===== config.mk =====
export PLATFORM = sky130hd
export DESIGN_NAME = clkgen_strap_boot
export DESIGN_NICKNAME = d
export VERILOG_FILES = /design/src/rtl/clkgen_strap_pkg.sv /design/src/rtl/strap_capture.sv /design/src/rtl/boot_sequencer.sv /design/src/rtl/freq_select.sv /design/src/rtl/clkgen_strap_boot.sv
export SDC_FILE = /design/constraint.sdc
export NUM_CORES = 1
export LEC_CHECK = 0
export CAP_MARGIN = 20
export CORE_ASPECT_RATIO = 0.6
export CORE_MARGIN = 4
export CORE_UTILIZATION = 55
export DETAILED_ROUTE_END_ITERATION = 7
export DONT_BUFFER_PORTS = 1
export PLACE_DENSITY = 0.73
export SKIP_LAST_GASP = 1
export SYNTH_ARGS = -nofsm -noshare
export SYNTH_HDL_FRONTEND = slang
export SYNTH_HIERARCHICAL = 1
export SYNTH_SLANG_ARGS = --single-unit

===== constraint.sdc =====
create_clock -name clk -period 1.94 [get_ports clk]
set_clock_uncertainty 0.2 [all_clocks]
set_input_delay 0.388 -clock clk [delete_from_list [all_inputs] [get_ports clk]]
set_output_delay 0.388 -clock clk [all_outputs]
set_load 0.02 [all_outputs]

===== src/rtl/clkgen_strap_pkg.sv =====
package clkgen_strap_pkg;

    localparam int STRAP_N   = 5;
    localparam int LV_POS    = 0;
    localparam int FS_LO     = 1;
    localparam int MODE_POS  = 4;
    localparam int CODE_W    = 3;
    localparam int RATE_W    = 16;

    typedef struct packed {
        logic              mode;
        logic [CODE_W-1:0] fs;
        logic              cpu_lv;
    } strap_t;

    localparam strap_t STRAP_DEFAULT = '{mode: 1'b1, fs: '1, cpu_lv: 1'b1};

    typedef enum logic [1:0] {
        PH_SENSE = 2'd0,
        PH_HOLD  = 2'd1,
        PH_RUN   = 2'd2
    } boot_phase_e;

    typedef struct packed {
        logic [RATE_W-1:0] cpu;
        logic [RATE_W-1:0] pci;
        logic [RATE_W-1:0] agp;
    } rate_t;

    function automatic strap_t unpack_pins(input logic [STRAP_N-1:0] p);
        strap_t s;
        s.cpu_lv = p[LV_POS];
        s.fs     = p[FS_LO +: CODE_W];
        s.mode   = p[MODE_POS];
        return s;
    endfunction

    function automatic rate_t mk_rate(input int c, input int p, input int a);
        rate_t r;
        r.cpu = RATE_W'(c);
        r.pci = RATE_W'(p);
        r.agp = RATE_W'(a);
        return r;
    endfunction

    function automatic rate_t rate_std(input logic [CODE_W-1:0] code);
        case (code)
            3'd0:    return mk_rate(6000,  3000, 6000);
            3'd1:    return mk_rate(6680,  3340, 6680);
            3'd2:    return mk_rate(6850,  3425, 6850);
            3'd3:    return mk_rate(7500,  3750, 7500);
            3'd4:    return mk_rate(7500,  3200, 6400);
            3'd5:    return mk_rate(8330,  3330, 6660);
            3'd6:    return mk_rate(9000,  3000, 6000);
            default: return mk_rate(10000, 3330, 6660);
        endcase
    endfunction

    function automatic rate_t rate_fast(input logic [CODE_W-1:0] code);
        case (code)
            3'd0:    return mk_rate(11200, 3730, 7470);
            3'd1:    return mk_rate(6680,  3340, 6680);
            3'd2:    return mk_rate(12400, 3100, 6200);
            3'd3:    return mk_rate(7500,  3750, 7500);
            3'd4:    return mk_rate(13330, 3330, 6660);
            3'd5:    return mk_rate(8330,  3330, 6660);
            3'd6:    return mk_rate(9525,  3175, 6350);
            default: return mk_rate(10020, 3340, 6680);
        endcase
    endfunction

endpackage


===== src/rtl/strap_capture.sv =====
module strap_capture
    import clkgen_strap_pkg::*;
(
    input  logic               clk,
    input  logic               rst,
    input  logic               capture_en,
    input  logic [STRAP_N-1:0] pins,
    output strap_t             latched
);

    always_ff @(posedge clk) begin
        if (rst) begin
            latched <= STRAP_DEFAULT;
        end else if (capture_en) begin
            latched <= unpack_pins(pins);
        end
    end

endmodule


===== src/rtl/boot_sequencer.sv =====
module boot_sequencer
    import clkgen_strap_pkg::*;
#(
    parameter int PWRUP_CYCLES = 42954
) (
    input  logic        clk,
    input  logic        rst,
    input  logic        pwr_good,
    output logic        capture_en,
    output boot_phase_e phase
);

    localparam int CNT_W = (PWRUP_CYCLES < 2) ? 1 : $clog2(PWRUP_CYCLES);
    localparam logic [CNT_W-1:0] CNT_LAST = CNT_W'(PWRUP_CYCLES - 1);

    logic             pg_q;
    logic [CNT_W-1:0] cnt;

    assign capture_en = (phase == PH_SENSE) && pwr_good && !pg_q;

    always_ff @(posedge clk) begin
        if (rst) begin
            pg_q  <= 1'b0;
            cnt   <= '0;
            phase <= PH_SENSE;
        end else begin
            pg_q <= pwr_good;
            unique case (phase)
                PH_SENSE: begin
                    cnt <= '0;
                    if (capture_en) phase <= PH_HOLD;
                end
                PH_HOLD: begin
                    if (cnt == CNT_LAST) begin
                        phase <= PH_RUN;
                    end else begin
                        cnt <= cnt + 1'b1;
                    end
                end
                default: phase <= PH_RUN;
            endcase
        end
    end

endmodule


===== src/rtl/freq_select.sv =====
module freq_select
    import clkgen_strap_pkg::*;
#(
    parameter int VARIANT = 0
) (
    input  logic [CODE_W-1:0] hw_code,
    input  logic              sw_sel,
    input  logic [CODE_W-1:0] sw_code,
    output logic [CODE_W-1:0] freq_idx,
    output rate_t             rates
);

    assign freq_idx = sw_sel ? sw_code : hw_code;

    generate
        if (VARIANT == 0) begin : g_std
            assign rates = rate_std(freq_idx);
        end else begin : g_fast
            assign rates = rate_fast(freq_idx);
        end
    endgenerate

endmodule


===== src/rtl/clkgen_strap_boot.sv =====
module clkgen_strap_boot
    import clkgen_strap_pkg::*;
#(
    parameter int PWRUP_CYCLES = 42954,
    parameter int VARIANT      = 0
) (
    input  logic               clk,
    input  logic               rst,
    input  logic               pwr_good,
    input  logic [STRAP_N-1:0] pin_in,
    input  logic               sw_sel,
    input  logic [CODE_W-1:0]  sw_code,
    output logic [STRAP_N-1:0] strap_oe,
    output logic               clk_oe,
    output logic               hold_low,
    output logic               clk_release,
    output logic               mode_out,
    output logic               cpu_lv,
    output logic [CODE_W-1:0]  freq_idx,
    output logic [RATE_W-1:0]  cpu_rate,
    output logic [RATE_W-1:0]  pci_rate,
    output logic [RATE_W-1:0]  agp_rate
);

    boot_phase_e       phase;
    logic              capture_en;
    strap_t            latched;
    rate_t             rates;
    logic [CODE_W-1:0] hw_code;

    boot_sequencer #(.PWRUP_CYCLES(PWRUP_CYCLES)) u_seq (
        .clk        (clk),
        .rst        (rst),
        .pwr_good   (pwr_good),
        .capture_en (capture_en),
        .phase      (phase)
    );

    strap_capture u_cap (
        .clk        (clk),
        .rst        (rst),
        .capture_en (capture_en),
        .pins       (pin_in),
        .latched    (latched)
    );

    assign hw_code = latched.fs;

    freq_select #(.VARIANT(VARIANT)) u_sel (
        .hw_code  (hw_code),
        .sw_sel   (sw_sel),
        .sw_code  (sw_code),
        .freq_idx (freq_idx),
        .rates    (rates)
    );

    genvar gi;
    generate
        for (gi = 0; gi < STRAP_N; gi++) begin : g_oe
            assign strap_oe[gi] = (phase != PH_SENSE);
        end
    endgenerate

    assign clk_oe      = (phase != PH_SENSE);
    assign hold_low    = (phase == PH_HOLD);
    assign clk_release = (phase == PH_RUN);
    assign mode_out    = latched.mode;
    assign cpu_lv      = latched.cpu_lv;
    assign cpu_rate    = rates.cpu;
    assign pci_rate    = rates.pci;
    assign agp_rate    = rates.agp;

endmodule


==> Word-level counts from Yosys, hierarchy flattened <==
Cells that the tools add are included.
Widths: inputs -> output; s select.
{ "op_classes": {"eq_ne": 12, "n_mux": 7, "reduce_logical": 9, "add_sub_neg": 1} }
{ "ops": {"columns": ["operator", "count"], "rows": [
  ["$pmux 46 s7", 1],
  ["$pmux 16 s2", 1],
  ["$add 16x1->16 const B", 1],
  ["$eq 16x16->1 const B", 1],
  ["$mux 16", 1],
  ["$eq 3x3->1 const B", 3],
  ["$eq 3x2->1 const B", 2],
  ["$mux 2", 2],
  ["$ne 2x2->1 const B", 2],
  ["$pmux 2 s2", 1],
  ["$reduce_and 2->1", 2],
  ["$reduce_bool 2->1", 2],
  ["$eq 3x1->1 const B", 1],
  ["$logic_not 3->1", 1],
  ["$mux 3", 1],
  ["$eq 2x1->1 const B", 1],
  ["$eq 2x2->1 const B", 1],
  ["$logic_and 1x1->1", 2],
  ["$logic_not 2->1", 1],
  ["$ne 2x1->1 const B", 1],
  ["$logic_not 1->1", 1]
]} }
{ "totals": {"elab_cells": 35, "output_inout_bits": 61, "reg_bits": 24} }

==> Logic depth before layout (Yosys ltp) <==
Gate-level depths: netlist of the first run.
{ "depth": {"ltp_word": 5, "ltp_mapped": 7, "ltp_nobuf": 7} }

==> By module <==
Netlist of the first run, hierarchy kept.
{ "modules_own_cells": {"columns": ["module", "seq_area_each_um2", "n_inst", "cells_each", "area_each_um2"], "rows": [
  ["boot_sequencer", 380.4, 1, 122, 1071.0],
  ["freq_select", 0.0, 1, 68, 491.7],
  ["strap_capture", 100.1, 1, 16, 198.9],
  ["clkgen_strap_boot", 0.0, 1, 8, 56.3]
]} }

==> Worst setup path before layout of the first run <==
No wires, ideal clock.
{ "synth_path": {"path_type": "input -> output", "from": "input port sw_sel", "to": "output port cpu_rate[5]", "arrival_time_ns": 1.865, "slack_ns": -0.513, "path_buffers": 1, "cell_stages": 4, "cell_sequence": "mux2i_2 > inv_2 > nor3b_1 > buf_4"} }
{ "synth_between": {"elab_chain_len": 3, "elab_cells_between_ends": 9, "classes_between": "eq/ne (6); mux (2); reduce/logical (1)"} }
{ "synth_rtl": {"columns": ["element", "line", "text"], "rows": [
  ["from (decl)", "clkgen_strap_boot.sv:11", "input logic sw_sel,"],
  ["$mux 3 (*)", "freq_select.sv:13", "assign freq_idx = sw_sel ? sw_code : hw_code;"],
  ["via freq_idx[0]", "clkgen_strap_boot.sv:19", "output logic [CODE_W-1:0] freq_idx,"],
  ["$eq 3x3->1, or another cell as far along", "clkgen_strap_pkg.sv:47", "case (code)"],
  ["$pmux 46 s7 (*)", "clkgen_strap_pkg.sv:47", null],
  ["to (decl)", "clkgen_strap_boot.sv:20", "output logic [RATE_W-1:0] cpu_rate,"]
]} }
The timed path passes the listed nets; every way through them passes the cells marked *.

==> Final worst setup path of the first run <==
{ "layout_path": {"from": "register u_cap/latched[3] (netlist name)", "to": "output port cpu_rate[7]"} }
{ "layout_between": {"elab_chain_len": 3, "elab_cells_between_ends": 9, "classes_between": "eq/ne (6); mux (2); reduce/logical (1)"} }
{ "layout_rtl": {"columns": ["element", "line"], "rows": [
  ["$mux 3 (*)", "freq_select.sv:13"],
  ["$eq 3x3->1, or another cell as far along", "clkgen_strap_pkg.sv:47"],
  ["$pmux 46 s7 (*)", "clkgen_strap_pkg.sv:47"]
]} }
Every way passes the cells marked *; elsewhere a longest branch is shown, timed or not.

==> summary.md, run 1 <==
Pwr
• **sequential share of power** 33.4%
• **switching power of the nets** 0.000572 W
• **total power consumption of the routed design** 0.00157 W
• **worst vdd ir** 0.477 mV
• **combinational share of power** 44.3%
• **net switching share of the total power** 36.4%
• **clock network power share** 22.3%
• **Power Dens Cells** 616 nW/um2
• **Internal Dissipation** 0.000998 W
• **Leak** 1.09 nW

Global route
• **antenna violations before repair** 0
• **vias in the first global route** 1655
• **overall routing resource usage** 25.2%
• **maximum number of pins on one net before global-route repair** 14
• **wire length of the first global-routing pass** 8.05 mm
• **remaining global-route overflow** 0

STA
• **headroom to the max-slew limit** 66.3%
• **Setup-failing EPs final** 39
• **final number of max-transition violations** 0
• **Fin. Hold Viols** 0
• **crit path time final** 2.13 ns
• **ratio of final minimum period to clock period** 110%
• **timing-limited maximum frequency** 471 MHz
• **post-route setup slack** -0.185 ns
• **Final Hold Slack** 0.00926 ns
• **worst slew pin tran** 0.502 ns
• **setup total negative slack** -4.21 ns
• **setup repair after global routing missed its margin** yes

Synth
• **cell taking the most area after synthesis** sky130_fd_sc_hd__dfxtp_1
• **flop and latch count out of synthesis** 24
• **Yosys warnings** 6
• **top flip-flop cell by instance count after synthesis** sky130_fd_sc_hd__dfxtp_1
• **number of enable-type register cells in the synthesized netlist** 0
• **combined area of all synthesized cells** 1820 um2
• **async set or reset register ratio after synthesis** 0%
• **top cells by area in the synthesized netlist** sky130_fd_sc_hd__dfxtp_1 26%, sky130_fd_sc_hd__buf_4 14%, sky130_fd_sc_hd__a21oi_1 3.3%, sky130_fd_sc_hd__nand2_1 2.7%, sky130_fd_sc_hd__a211o_1 2.4%
• **sequential-to-total area share from yosys stat** 26.4%
• **fraction of post-synthesis cell area in the top cell type by area** 26.4%
• **Unique masters post-synth** 58
• **Avg Inst Size Synth** 8.50 um2
• **gate count of the mapped netlist** 214

Setup path
• **data arrival time of the worst path** 1.54 ns
• **cell with the largest stage delay on the worst path** sky130_fd_sc_hd__dfxtp_2
• **launching point of the worst reg2reg path** u_seq/cnt[5]$_SDFFE_PP0P_
• **terminus of the critical flop-to-flop path** u_seq/cnt[10]$_SDFFE_PP0P_
• **type of the setup path with the least slack** flop to primary output
• **logic depth of the worst register-to-register path** 5
• **Critical Path RT** 1.35 ns
• **total buffers and inverters traversed by the critical path** 2
• **slowest stage delay, CP** 0.34 ns
• **cell chain of the critical path** mux2i_4 -> inv_4 -> nor3_4 -> a21o_1 -> buf_12
• **startpoint type of the worst setup path** flop
• **Max Fanout on Critical Path** 5
• **crit-path leading delay family** flip-flops
• **CP Capture Type** primary output
• **Register-to-Register Setup Slack** -0.05 ns

Route
• **final wirelength** 6.10 mm
• **length of the first detailed-routing pass in iterations** 5
• **initial detailed-routing violation count** 188
• **total number of vias** 1888
• **remaining number of nets flagged by the antenna check after routing** 0
• **per-cell via count in the routed design** 6.31
• **DR DRC count** 0
• **detail-routed net length per standard cell** 20.4 um

Worst hold path
• **Hold EP** u_cap/latched[3]$_SDFFE_PP1P_
• **cell depth of the worst min-delay path** 1
• **worst min-delay path class** input port to flop
• **Hold Crit Start** rst

Finish
• **final core occ** 84.3%
• **ant diodes** 0
• **multi-input combinational cell area** 1220 um2
• **Register Area** 499 um2
• **final standard cell area without fillers** 2550 um2
• **filler instances** 159
• **post-layout net count** 272
• **area delta synth->final** 40.2%
• **layout cell share with drive strength beyond 1** 47.9%

Die
• **placeable core area** 3020 um2
• **Top Ports** 73
• **horizontal extent of the die** 82.2 um
• **number of placement rows** 15
• **die area** 4320 um2
• **starting density of the core** 60.2%
• **Die H** 52.5 um

Run
• **number of max-cap violations** 0

Placement
• **detailed placer's ending HPWL** 3.65 mm
• **final RePlAce weighted congestion** 1.05
• **input/output buffers** 0
• **Post-DP Area** 2110 um2

Clock network
• **sink count of the clock tree** 24
• **buffer type at the clock tree root** sky130_fd_sc_hd__clkbuf_8
• **Reg clk slew, reported paths** 0.08 ns
• **number of buffers inserted during clock tree synthesis** 3
• **CTS H-tree depth** 1
• **clock latency reported for the late side of the worst-skew pair** 0.28 ns
• **clock tree from TritonCTS** done
• **maximum buffer depth of the clock tree** 2

Run status
• **failing checks** negative setup slack
• **status** complete, but fails checks

-- power by group through the flow --
stage                     sequential [W]  combinational [W]  clock (W)
after global placement          0.000534           0.000520          0
after global routing            0.000527           0.000732   0.000378
final                           0.000525           0.000695   0.000350
after CTS                       0.000525           0.000574   0.000357
after detailed placement        0.000536           0.000532          0
after floorplan                 0.000532           0.000430          0
-- registers in the layout, summed over array words and instances (netlist names) --
register / count
u_seq/phase: 2
u_seq/pg_q: 1
u_cap/latched: 5
u_seq/cnt: 16
-- synthesized netlist by cell type, types with 4 or more instances --
cell and count:
sky130_fd_sc_hd__nor3_2 4, sky130_fd_sc_hd__a21o_1 5, sky130_fd_sc_hd__nor2b_2 5, sky130_fd_sc_hd__nand2_1 13, sky130_fd_sc_hd__nor2_1 9, sky130_fd_sc_hd__and3_1 7
sky130_fd_sc_hd__nor2b_1 4, sky130_fd_sc_hd__a21oi_1 12, sky130_fd_sc_hd__buf_4 34, sky130_fd_sc_hd__nand3_1 4, sky130_fd_sc_hd__o21ai_0 5, sky130_fd_sc_hd__dfxtp_1 24
sky130_fd_sc_hd__inv_1 5, sky130_fd_sc_hd__and4_1 4, sky130_fd_sc_hd__nand4_1 4, sky130_fd_sc_hd__a211o_1 5
-- cells by family (layout without fill, tap and decap cells) --
family	Yosys count	in the layout	synth area share (%)
buffers and inverters	48	80	18.3
multiplexers	5	5	3.17
adder cells (fa/ha/maj)	2	2	1.38
AND/OR/NAND/NOR	81	81	29.0
AO/OA/AOI/OAI	48	48	18.9
flip-flops	24	24	26.4
other	2	13	0.413
XOR/XNOR	4	4	2.34
-- metal layers --
layer  vias up  part of all wire [%]  track usage, %
met5         -                     0               0
met4         0                   6.0            9.39
met3        44                    12            8.08
met2       171                    44            41.0
met1       850                    38            31.0
li1        823                     -               -
-- how the worst max path moves through the flow --
stage,startpoint,end,slack [ns],depth (start not counted)
CTS,u_cap/latched[1]$_SDFFE_PP1P_,cpu_rate[7],-0.16,5
detailed placement,sw_sel,cpu_rate[11],-0.03,5
floorplan,sw_sel,cpu_rate[7],-0.22,5
finish,u_cap/latched[3]$_SDFFE_PP1P_,cpu_rate[7],-0.19,5
global placement,sw_sel,cpu_rate[11],0.03,5
global route,u_cap/latched[3]$_SDFFE_PP1P_,cpu_rate[7],-0.25,5
-- layout make-up --
type                            instances  area share, %
Multi-Input combinational cell        153           47.7
Timing Repair Buffer                   68           26.9
Sequential cell                        24           19.6
Clock buffer                            4           2.16
Tap cell                               42           2.06
Inverter                                8           1.57
-- cell usage in the layout, fill, tap and decap left out, types with 4 or more instances in the layout --
cell,Yosys,layout
sky130_fd_sc_hd__a211o_1,5,5
sky130_fd_sc_hd__a21o_1,5,4
sky130_fd_sc_hd__a21oi_1,12,8
sky130_fd_sc_hd__and3_1,7,7
sky130_fd_sc_hd__and4_1,4,4
sky130_fd_sc_hd__buf_12,0,9
sky130_fd_sc_hd__buf_4,34,44
sky130_fd_sc_hd__buf_6,3,12
sky130_fd_sc_hd__clkbuf_8,0,4
sky130_fd_sc_hd__conb_1,2,13
sky130_fd_sc_hd__dfxtp_1,24,15
sky130_fd_sc_hd__dfxtp_2,0,6
sky130_fd_sc_hd__inv_4,0,4
sky130_fd_sc_hd__nand2_1,13,11
sky130_fd_sc_hd__nand4_1,4,4
sky130_fd_sc_hd__nor2_1,9,6
sky130_fd_sc_hd__nor2b_2,5,6
sky130_fd_sc_hd__nor3_4,1,4
sky130_fd_sc_hd__o21ai_0,5,4
-- stage by stage --
stage                     setup WS [ns]  std cells
after floorplan                  -0.224        225
after CTS                        -0.157        292
after global routing             -0.250        299
final                            -0.185        299
after detailed placement        -0.0336        277
after global placement           0.0303        277
-- repair_timing --
item,in CTS,in global routing
gates resized for setup,14,46
buffers inserted,10,7
pin swaps,5,17
endpoints found under the hold margin,7,0
endpoints found under the setup margin,37,54
hold buffers,1,0
(Power assumes the default switching activity.)
==> inputs of run 2 (changes only) <==
--- a/config.mk
+++ b/config.mk
@@ -9,6 +9,7 @@
 export CORE_ASPECT_RATIO = 0.6
 export CORE_MARGIN = 4
 export CORE_UTILIZATION = 55
+export CTS_BUF_LIST = sky130_fd_sc_hd__clkbuf_16
 export DETAILED_ROUTE_END_ITERATION = 7
 export DONT_BUFFER_PORTS = 1
 export PLACE_DENSITY = 0.73
==> summary.md, run 2 (same netlist as run 1, synthesis figures left out) <==
Route
• **remaining number of nets flagged by the antenna check after routing** 0, unchanged
• **initial detailed-routing violation count** 261, +39%
• **length of the first detailed-routing pass in iterations** 7, +2
• **detail-routed net length per standard cell** 22.3 um, +9.3%
• **total number of vias** 1977, +4.7%
• **final wirelength** 6.71 mm, +10%
• **per-cell via count in the routed design** 6.57, +4.0%
• **DR DRC count** 0, unchanged

Clock network
• **number of buffers inserted during clock tree synthesis** 3, unchanged
• **sink count of the clock tree** 24, unchanged
• **Reg clk slew, reported paths** 0.06 ns, -0.02 ns
• **maximum buffer depth of the clock tree** 2, unchanged
• **clock latency reported for the late side of the worst-skew pair** 0.26 ns, -0.02 ns
• **clock tree from TritonCTS** done
• **buffer type at the clock tree root** sky130_fd_sc_hd__clkbuf_16
• **CTS H-tree depth** 1, unchanged

Pwr
• **worst vdd ir** 0.581 mV, +22%
• **Power Dens Cells** 657 nW/um2, +6.7%
• **Leak** 1.09 nW, about the same

Setup path
• **worst setup path startpoint** u_cap/latched[2]$_SDFFE_PP1P_
• **CP Capture Type** primary output
• **Critical Path RT** 1.35 ns, about the same
• **logic depth of the worst register-to-register path** 5, unchanged
• **terminus of the critical flop-to-flop path** u_seq/cnt[10]$_SDFFE_PP0P_
• **launching point of the worst reg2reg path** u_seq/cnt[4]$_SDFFE_PP0P_
• **timing endpoint of the critical path** cpu_rate[9]
• **type of the setup path with the least slack** flop to primary output
• **data arrival time of the worst path** 1.55 ns, about the same
• **Max Fanout on Critical Path** 6, +1
• **startpoint type of the worst setup path** flop
• **Register-to-Register Setup Slack** -0.05 ns, about the same

Run status
• **status** complete, but fails checks
• **failing checks** negative setup slack

STA
• **setup repair after global routing missed its margin** yes
• **timing-limited maximum frequency** 468 MHz, -0.61%
• **setup total negative slack** -4.82 ns, -0.607 ns
• **Fin. Hold Viols** 0, unchanged
• **final number of max-transition violations** 0, unchanged
• **Final Hold Slack** 0.0240 ns, +0.0148 ns
• **ratio of final minimum period to clock period** 110%, +0.67 points
• **Setup-failing EPs final** 42, +7.7%
• **post-route setup slack** -0.198 ns, -0.0130 ns
• **crit path time final** 2.14 ns, +0.0130 ns

Placement
• **detailed placer's ending HPWL** 3.65 mm, unchanged
• **pre-CTS setup slack** -0.0336 ns, unchanged
• **input/output buffers** 0, unchanged
• **final RePlAce weighted congestion** 1.05, unchanged

Global route
• **vias in the first global route** 1715, +3.6%
• **remaining global-route overflow** 0, unchanged
• **wire length of the first global-routing pass** 8.73 mm, +8.5%
• **overall routing resource usage** 27.6%, +2.4 points
• **antenna violations before repair** 0, unchanged
• **maximum number of pins on one net before global-route repair** 14, unchanged

Run
• **number of max-cap violations** 0, unchanged

Die
• **starting density of the core** 60.2%, unchanged
• **placeable core area** 3020 um2, unchanged
• **Die H** 52.5 um, unchanged
• **number of placement rows** 15, unchanged
• **die area** 4320 um2, unchanged
• **horizontal extent of the die** 82.2 um, unchanged
• **Top Ports** 73, unchanged

Finish
• **area delta synth->final** 40.0%
• **registers with the highest flip-flop counts** u_seq/cnt x16, u_cap/latched x5, u_seq/phase x2
• **layout cell share with drive strength beyond 1** 48.6%, +0.79 points
• **ant diodes** 0, unchanged
• **most common cell after layout, fill and taps aside** sky130_fd_sc_hd__buf_4
• **largest register by flop count** u_seq/cnt
• **most frequent cells in the layout** 51 x sky130_fd_sc_hd__buf_4, 15 x sky130_fd_sc_hd__dfxtp_1, 13 x sky130_fd_sc_hd__conb_1, 11 x sky130_fd_sc_hd__a21oi_1, 10 x sky130_fd_sc_hd__nand2_1
• **post-layout net count** 274, +0.74%
• **flip-flop count of the largest register, all copies and words added** 16, unchanged

Worst hold path
• **cell depth of the worst min-delay path** 1, unchanged
• **worst min-delay path class** input port to flop

## run 2: report_power, final
group          switching, W  leakage, nW  total, W  internal (W)
combinational      0.000387        0.856  0.000683      0.000296
sequential        0.0000211        0.198  0.000528      0.000507
clock              0.000186       0.0385  0.000462      0.000276
## run 2: area by class of cell
| type | instances | area (um2) |
|---|---|---|
| clock buffers | 3 | 75.1 |
| clock inverters | 1 | 3.75 |
| well taps | 42 | 52.6 |
| fillers | 163 | 477 |
| flip-flops and latches | 24 | 497 |
| multi-input cells | 153 | 1200 |
| inverters | 8 | 42.5 |
| repair buffers | 70 | 669 |
## run 2: critical path, cell delays in order, from the launching register on
cell	delay [ns]
sky130_fd_sc_hd__dfxtp_4	0.36
sky130_fd_sc_hd__mux2i_4	0.23
sky130_fd_sc_hd__inv_4	0.09
sky130_fd_sc_hd__buf_6	0.13
sky130_fd_sc_hd__nor2_4	0.13
sky130_fd_sc_hd__buf_4	0.13
sky130_fd_sc_hd__nor2_1	0.04
sky130_fd_sc_hd__buf_4	0.17
## run 2: through the flow
step           power [W]  area [um2]  utilization [%]  instances
3_5_place_dp     0.00107        2110             69.8        277
4_1_cts          0.00159        2350             77.9        294
6_report         0.00167        2540             84.2        301
2_1_floorplan   0.000962        1910                -        225
3_3_place_gp     0.00105        2110             69.8        277
5_1_grt          0.00172        2540             84.2        301
## run 2: metal layers
layer,routed length (um),GRT usage (%),share of wire [%]
met3,883,8.25,13
met5,0,0,0
met1,2400,32.2,36
met4,395,9.67,5.9
met2,3030,48.0,45
## run 2: repair_timing
item / in CTS / in global routing
setup endpoints to repair: 36 / 54
buffers inserted: 12 / 7
hold endpoints to repair: 7 / 0
resized for setup: 17 / 35
pin swaps: 9 / 12
hold buffers: 1 / 0
## run 2: how the worst min path moves through the flow
stage,startpoint,endpoint,slack (ns)
2_1_floorplan,u_seq/cnt[15]$_SDFFE_PP0P_,u_seq/cnt[15]$_SDFFE_PP0P_,0.26
3_3_place_gp,rst,u_seq/cnt[9]$_SDFFE_PP0P_,0.26
3_5_place_dp,rst,u_seq/cnt[15]$_SDFFE_PP0P_,0.26
4_1_cts,rst,u_cap/latched[3]$_SDFFE_PP1P_,0.03
5_1_grt,rst,u_cap/latched[2]$_SDFFE_PP1P_,0.03
6_report,rst,u_cap/latched[3]$_SDFFE_PP1P_,0.02
